`src/rtl/cpu_rst_pkg.sv`:
```
package cpu_rst_pkg;
  localparam int CORE_LSB  = 0;
  localparam int NEON_LSB  = 4;
  localparam int L2_BIT    = 8;
  localparam int CDBG_LSB  = 9;
  localparam int CL_DBG_BIT = 13;
  localparam int LINE_W    = 14;
  localparam int WFI_LSB   = 16;
  localparam int WFE_LSB   = 20;
  localparam int ACK_LSB   = 24;
  localparam int MAX_CORES = 4;

  function automatic logic [LINE_W-1:0] line_mask(int nco);
    logic [LINE_W-1:0] m;
    m = '0;
    for (int c = 0; c < nco; c++) begin
      m[CORE_LSB+c] = 1'b1;
      m[NEON_LSB+c] = 1'b1;
      m[CDBG_LSB+c] = 1'b1;
    end
    m[L2_BIT]     = 1'b1;
    m[CL_DBG_BIT] = 1'b1;
    return m;
  endfunction

  function automatic logic [LINE_W-1:0] boot_released();
    logic [LINE_W-1:0] m;
    m = '0;
    m[CORE_LSB]   = 1'b1;
    m[NEON_LSB]   = 1'b1;
    m[CDBG_LSB]   = 1'b1;
    m[L2_BIT]     = 1'b1;
    m[CL_DBG_BIT] = 1'b1;
    return m;
  endfunction
endpackage

```
`src/rtl/cpu_rst_sync.sv`:
```
module cpu_rst_sync #(
  parameter int W = 4
) (
  input  logic         clk_i,
  input  logic         rst_ni,
  input  logic [W-1:0] d_i,
  output logic [W-1:0] q_o
);
  logic [W-1:0] meta_q, sync_q;

  always_ff @(posedge clk_i or negedge rst_ni) begin
    if (!rst_ni) begin
      meta_q <= '0;
      sync_q <= '0;
    end else begin
      meta_q <= d_i;
      sync_q <= meta_q;
    end
  end

  assign q_o = sync_q;
endmodule

```
`src/rtl/cpu_rst_cluster.sv`:
```
module cpu_rst_cluster
  import cpu_rst_pkg::*;
#(
  parameter int NCO      = 4,
  parameter int SETTLE_W = 8,
  parameter bit BOOT     = 1'b0
) (
  input  logic                clk_i,
  input  logic                rst_ni,
  input  logic                set_i,
  input  logic                clr_i,
  input  logic [LINE_W-1:0]   wmask_i,
  input  logic [SETTLE_W-1:0] settle_i,
  output logic [LINE_W-1:0]   rst_o,
  output logic [LINE_W-1:0]   stat_o
);
  localparam logic [LINE_W-1:0] MASK = line_mask(NCO);
  localparam logic [LINE_W-1:0] INIT = BOOT ? (MASK & ~boot_released()) : MASK;

  logic [LINE_W-1:0]   rst_q, rst_d, pend_q, pend_d, set_m, clr_m, rel_m;
  logic [SETTLE_W-1:0] cnt_q, cnt_d;

  always_comb begin
    set_m = set_i ? (wmask_i & MASK) : '0;
    clr_m = clr_i ? (wmask_i & MASK) : '0;
    // cores stay held until cluster debug reset is already out
    if (rst_q[CL_DBG_BIT]) clr_m[CORE_LSB +: NCO] = '0;
    rel_m = clr_m & rst_q;
    rst_d = (rst_q | set_m) & ~clr_m;

    pend_d = pend_q;
    cnt_d  = cnt_q;
    if (|rel_m) begin
      pend_d = pend_q | rel_m;
      cnt_d  = settle_i;
    end else if (|pend_q) begin
      if (cnt_q == '0) pend_d = '0;
      else             cnt_d  = cnt_q - SETTLE_W'(1);
    end
    pend_d = pend_d & ~set_m;
  end

  always_ff @(posedge clk_i or negedge rst_ni) begin
    if (!rst_ni) begin
      rst_q  <= INIT;
      pend_q <= '0;
      cnt_q  <= '0;
    end else begin
      rst_q  <= rst_d;
      pend_q <= pend_d;
      cnt_q  <= cnt_d;
    end
  end

  assign rst_o  = rst_q;
  assign stat_o = rst_q | pend_q;


  core_gate_chk: assert property (@(posedge clk_i) disable iff (!rst_ni)
    rst_q[CL_DBG_BIT] |=> ((rst_q[CORE_LSB +: NCO] & $past(rst_q[CORE_LSB +: NCO]))
                           == $past(rst_q[CORE_LSB +: NCO])));

  set_sticks_chk: assert property (@(posedge clk_i) disable iff (!rst_ni)
    set_i |=> ((rst_q & $past(wmask_i & MASK)) == $past(wmask_i & MASK)));

  idle_stable_chk: assert property (@(posedge clk_i) disable iff (!rst_ni)
    (!set_i && !clr_i) |=> $stable(rst_q));

  settle_count_chk: assert property (@(posedge clk_i) disable iff (!rst_ni)
    ((|pend_q) && !clr_i && (cnt_q != '0)) |=> (cnt_q == $past(cnt_q) - SETTLE_W'(1)));
endmodule

```
`src/rtl/cpu_cluster_rst_ctrl.sv`:
```
module cpu_cluster_rst_ctrl
  import cpu_rst_pkg::*;
#(
  parameter int NCL       = 4,
  parameter int NCO       = 4,
  parameter int ADDR_W    = 16,
  parameter int DATA_W    = 32,
  parameter int SETTLE_W  = 8,
  parameter int SET_BASE  = 'h520,
  parameter int CLR_BASE  = 'h524,
  parameter int STAT_BASE = 'h1520,
  parameter int STRIDE    = 8
) (
  input  logic                clk_i,
  input  logic                rst_ni,
  input  logic [SETTLE_W-1:0] settle_i,
  input  logic [ADDR_W-1:0]   addr_i,
  input  logic                we_i,
  input  logic [DATA_W-1:0]   wdata_i,
  output logic [DATA_W-1:0]   rdata_o,
  input  logic [NCL*NCO-1:0]  wfi_i,
  input  logic [NCL*NCO-1:0]  wfe_i,
  input  logic [NCL*NCO-1:0]  dbg_ack_i,
  output logic [NCL*NCO-1:0]  core_rst_o,
  output logic [NCL*NCO-1:0]  neon_rst_o,
  output logic [NCL*NCO-1:0]  core_dbg_rst_o,
  output logic [NCL-1:0]      l2_rst_o,
  output logic [NCL-1:0]      cl_dbg_rst_o
);
  localparam int NLN = NCL * NCO;

  logic [NLN-1:0]    wfi_s, wfe_s, ack_s;
  logic [NCL-1:0]    set_hit, clr_hit, stat_hit;
  logic [LINE_W-1:0] line_q [NCL];
  logic [LINE_W-1:0] stat_l [NCL];
  logic [DATA_W-1:0] stat_w [NCL];

  cpu_rst_sync #(.W(3*NLN)) u_sync (
    .clk_i  (clk_i),
    .rst_ni (rst_ni),
    .d_i    ({dbg_ack_i, wfe_i, wfi_i}),
    .q_o    ({ack_s, wfe_s, wfi_s})
  );

  for (genvar k = 0; k < NCL; k++) begin : g_cl
    assign set_hit[k]  = we_i && (addr_i == ADDR_W'(SET_BASE  + STRIDE*k));
    assign clr_hit[k]  = we_i && (addr_i == ADDR_W'(CLR_BASE  + STRIDE*k));
    assign stat_hit[k] = (addr_i == ADDR_W'(STAT_BASE + STRIDE*k));

    cpu_rst_cluster #(.NCO(NCO), .SETTLE_W(SETTLE_W), .BOOT(k == 0)) u_cl (
      .clk_i    (clk_i),
      .rst_ni   (rst_ni),
      .set_i    (set_hit[k]),
      .clr_i    (clr_hit[k]),
      .wmask_i  (wdata_i[LINE_W-1:0]),
      .settle_i (settle_i),
      .rst_o    (line_q[k]),
      .stat_o   (stat_l[k])
    );

    always_comb begin
      stat_w[k] = '0;
      stat_w[k][LINE_W-1:0] = stat_l[k];
      for (int c = 0; c < NCO; c++) begin
        stat_w[k][WFI_LSB+c] = wfi_s[k*NCO+c];
        stat_w[k][WFE_LSB+c] = wfe_s[k*NCO+c];
        stat_w[k][ACK_LSB+c] = ack_s[k*NCO+c];
      end
    end

    assign core_rst_o[k*NCO +: NCO]     = line_q[k][CORE_LSB +: NCO];
    assign neon_rst_o[k*NCO +: NCO]     = line_q[k][NEON_LSB +: NCO];
    assign core_dbg_rst_o[k*NCO +: NCO] = line_q[k][CDBG_LSB +: NCO];
    assign l2_rst_o[k]     = line_q[k][L2_BIT];
    assign cl_dbg_rst_o[k] = line_q[k][CL_DBG_BIT];
  end

  always_comb begin
    rdata_o = '0;
    for (int k = 0; k < NCL; k++)
      if (stat_hit[k]) rdata_o = stat_w[k];
  end


  unmapped_rd_zero_chk: assert property (@(posedge clk_i) disable iff (!rst_ni)
    (stat_hit == '0) |-> (rdata_o == '0));
endmodule

```
`config.mk`:
```
export PLATFORM = sky130hd
export DESIGN_NAME = cpu_cluster_rst_ctrl
export DESIGN_NICKNAME = d
export VERILOG_FILES = /design/src/rtl/cpu_rst_pkg.sv /design/src/rtl/cpu_rst_sync.sv /design/src/rtl/cpu_rst_cluster.sv /design/src/rtl/cpu_cluster_rst_ctrl.sv
export SDC_FILE = /design/constraint.sdc
export NUM_CORES = 1
export LEC_CHECK = 0
export BUFFER_PORTS_ARGS = -buffer_cell sky130_fd_sc_hd__buf_4
export CAP_MARGIN = 30
export CORE_UTILIZATION = 60
export DETAILED_ROUTE_END_ITERATION = 10
export PLACE_DENSITY = 0.82
export SLEW_MARGIN = 10
export SYNTH_ARGS = -nofsm -noshare
export SYNTH_HDL_FRONTEND = slang
export SYNTH_SLANG_ARGS = --single-unit
```
`constraint.sdc`:
```
create_clock -name clk_i -period 4.88 [get_ports clk_i]
set_clock_uncertainty 0.05 [all_clocks]
set_input_delay 0.488 -clock clk_i [delete_from_list [all_inputs] [get_ports clk_i]]
set_output_delay 0.488 -clock clk_i [all_outputs]
set_load 0.02 [all_outputs]
```
==> key figures <==
Die
  • Die W: ~140 µm
  • IO Count: between 150 and 200
  • Starting Density: between 60% and 70%
  • Rows: 48
  • Core footprint: between 15000 and 20000 µm²
  • Die Area: 18240 µm²
  • Die height: roughly 140 µm

CTS
  • CTS Buffer Depth: 3
  • Post-CTS resize count: 0
  • CTS Sinks: 240
  • Root buffer cell: clkbuf_16
  • Skew-Pair Late Insertion Delay: 0.53 ns
  • CTS tree: done
  • CTS clock-pin slew for the worst setup and hold paths: around 0.06 ns
  • CTS H-tree depth: 1
  • Post-CTS Hold Fix Bufs: 0
  • Setup repair bufs after CTS: 0
  • Num CTS Buffers: 24

Final layout
  • Fill count: 1209
  • Post-route cell area: roughly 13000 µm²
  • Ratio of cells with drive above 1 in the final layout: 29.79%
  • Diode count: 0
  • Synth-to-layout area growth: 20.89%
  • Nets: about 1200

Route
  • Drt pass-1 iters: 7
  • Number of vias per cell: 6.479
  • Remaining DRCs: 0
  • ANT nets after route: 0
  • WL final: approximately 30000 µm
  • Via count: just under 9000
  • Initial DRC count: slightly below 900
  • Avg WL per Cell: ~22 µm

Worst setup path
  • Slowest stage cell, crit path: nand2b_1
  • Most used cell, CP: buf_4
  • Buf/Inv on CP: 3
  • Crit-path cells: buf_4 > nor4b_2 > nand2b_1 > nor3_1 > buf_4 > a222oi_1 > a21oi_1 > buf_4
  • Top delay family on crit path: simple AND/OR/NAND/NOR gates
  • Startpoint types: input port
  • Worst-path maximum fanout: 21
  • Arrival time at the worst endpoint: approximately 2.8 ns
  • CP peak stage delay: roughly 0.55 ns
  • Required time worst endpoint: 4.34 ns
  • Crit end category: output port
  • Critical path type: input port to output port

Yosys
  • Sequential-to-total area share from yosys stat: 57.13%
  • Post-synth cell types: 60
  • Mapped Cells: between 900 and 1000
  • Syn Std Cell Area: 10620 µm²
  • Flops & latches, synth: 240
  • Synthesis warning total: 0
  • Ys flop type: dfrtp_1
  • Syn_area_per_cell: ~11 µm²
  • Post-synth ARST share: 100.0%
  • EDFF count, synth: 0

Global routing
  • Initial antenna violation count: 0
  • Total gr overflow: 0
  • GR Util met2: 53.06%
  • Largest net degree at the start of global routing: roughly 120
  • Global route hottest layer: met2
  • GRT Util Overall: approximately 33%
  • First-pass GRT wire length: 45950 µm
  • Global Route met1 Usage: between 40 and 50%
  • Vias in the first global route: roughly 8600
  • GR Util met3: under 10%

Timing
  • Crit path time final: 3.326 ns
  • Unrepaired setup endpoints after global routing: false
  • Period utilization: between 60% and 70%
  • Setup Viol. Count Final: 0
  • Worst slew margin relative to its limit: roughly a third
  • Worst slew pin tran: slightly below 1 ns
  • Total negative slack: 0 ns
  • Highest Clock Rate: about 300 MHz
  • Final Max Tran Viols: 0
  • Final hold vios: 0
  • Final setup margin: approximately 1.6 ns

Pwr
  • P_leak: 5.532 nW
  • Sequential share of power: between 50 and 60%
  • Int Pwr: around 3.2 mW
  • Logic gate share of total power: 3.9%
  • Switch Pwr: slightly below 0.9 mW
  • Maximum VDD drop: about 0.34 mV
  • Power per cell area: between 300 and 400 nW/µm²
  • Clk pwr share: 45.5%
  • Sw Share: 21.71%

Placed design
  • Detailed Place HPWL: just under 20000 µm
  • DP Area: 12040 µm²
  • Place WS: approximately 1.3 ns
  • IO Port Bufs: 170
  • Final RePlAce weighted congestion: 0.9263

Flow run
  • Max cap viols: 0

Status
  • Status: finished, final reports clean

Hold path
  • Worst hold path class: input port to async pin
[worst paths after layout]
| kind | to | depth (start not counted) | slack (ns) | startpoint |
|---|---|---|---|---|
| hold / removal | g_cl[0].u_cl.rst_o[0] | 1 | 0.001 | rst_ni |
| setup reg to reg | g_cl[3].u_cl.pend_q[5] | 6 | 2.12 | g_cl[3].u_cl.pend_q[2] |
| max in group asynchronous | u_sync.q_o[8] | 2 | 3.66 | rst_ni |
| hold reg to reg | u_sync.q_o[9] | 0 | 0.30 | u_sync.meta_q[9] |
| min in group clk_i | u_sync.meta_q[2] | 1 | 0.02 | wfi_i[2] |
| setup / recovery | rdata_o[19] | 8 | 1.55 | addr_i[13] |
[synth_stat cells, types with 2 or more instances]
master	number	share of area, %
a211oi_1	3	0.21
a21bo_2	4	0.38
a21boi_0	24	1.7
a21oi_1	151	7.1
a221oi_1	9	0.74
a222oi_1	12	1.1
a22oi_1	23	1.6
a31o_2	7	0.58
a31oi_1	3	0.18
a32o_1	25	2.4
and2_1	2	0.12
and3_1	2	0.12
and4b_1	5	0.47
buf_2	13	0.61
buf_4	7	0.49
clkbuf_1	52	1.8
dfrtp_1	189	45
dfstp_2	51	13
ha_1	8	0.94
inv_1	12	0.42
mux2_2	27	2.9
mux2i_1	5	0.47
nand2_1	42	1.5
nand2b_1	2	0.12
nand3_1	22	1.0
nand4_1	21	1.2
nand4b_1	7	0.58
nor2_1	79	2.8
nor2b_1	5	0.29
nor3_1	36	1.7
nor3b_1	5	0.35
nor4_1	21	1.2
nor4b_4	2	0.45
o21a_1	2	0.14
o21ai_0	2	0.094
o221a_2	14	1.5
o22ai_1	16	0.94
o2bb2ai_1	7	0.58
o41ai_1	2	0.16
or3_1	3	0.18
xnor2_1	22	1.8
xor2_1	4	0.33
[power by group through the flow]
stage                     combinational (mW)  clock, mW  sequential, mW
after floorplan                       0.0464          0            2.07
after global placement                 0.154          0            2.08
after detailed placement               0.157          0            2.08
after CTS                              0.158       1.86            2.04
after global routing                   0.172       1.94            2.05
final                                  0.158       1.84            2.04
[cell families (layout without fill, tap and decap cells)]
| group | Yosys count | in the layout | synth area share [%] |
|---|---|---|---|
| DFF | 240 | 240 | 57.13 |
| muxes | 32 | 32 | 3.333 |
| adders and majority gates | 8 | 8 | 0.9422 |
| and+or+nand+nor | 263 | 263 | 12.99 |
| other | 1 | 6 | 0.03530 |
| xor gates and xnor gates | 26 | 26 | 2.143 |
| buffers and inverters | 85 | 242 | 3.474 |
| AOI/OAI and AO/OA | 311 | 311 | 19.95 |
[layout make-up]
class	instances	area (µm²)	area share (%)
Clock buffer	35	681.9	5.309
Multi-Input combinational cell	646	4234	32.97
Inverter	12	45.04	0.3507
Clock inverter	9	111.4	0.8670
Tap cell	225	281.5	2.192
Timing Repair Buffer	186	1420	11.06
Sequential cell	240	6070	47.26
[per-layer routing]
layer  share of wire [%]  vias up
met5                   0        -
met4                 4.9        0
met3                 8.4      103
met2                  48      494
met1                  39     4269
li1                    -     3900
[layout by cell type, fill, tap and decap left out, types with 9 or more instances in the layout]
cell type,netlist,final
dfrtp_1,189,189
buf_4,7,182
a21oi_1,151,151
nor2_1,79,79
dfstp_2,51,51
nand2_1,42,42
nor3_1,36,36
mux2_2,27,27
a32o_1,25,25
a21boi_0,24,24
clkbuf_16,0,24
a22oi_1,23,23
nand3_1,22,22
xnor2_1,22,22
nand4_1,21,21
nor4_1,21,20
o22ai_1,16,16
o221a_2,14,14
inv_1,12,12
a222oi_1,12,12
a221oi_1,9,9
[registers in the layout, indices dropped and copies added, names as in the netlist]
register          flops
g_cl.u_cl.pend_q     56
g_cl.u_cl.rst_o      56
u_sync.meta_q        48
u_sync.q_o           48
g_cl.u_cl.cnt_q      32
[through the flow]
| step | cells | util (%) | hold slack (ns) | total power [mW] |
|---|---|---|---|---|
| 2_1_floorplan | 971 | - | 0.1424 | 2.121 |
| 3_3_place_gp | 1305 | 69.47 | 0.2813 | 2.230 |
| 3_5_place_dp | 1308 | 69.58 | 0.2847 | 2.236 |
| 4_1_cts | 1352 | 74.17 | 0.008761 | 4.062 |
| 5_1_grt | 1353 | 74.25 | 0.006066 | 4.155 |
| 6_report | 1353 | 74.25 | 0.001291 | 4.043 |
(Power assumes the default switching activity.)
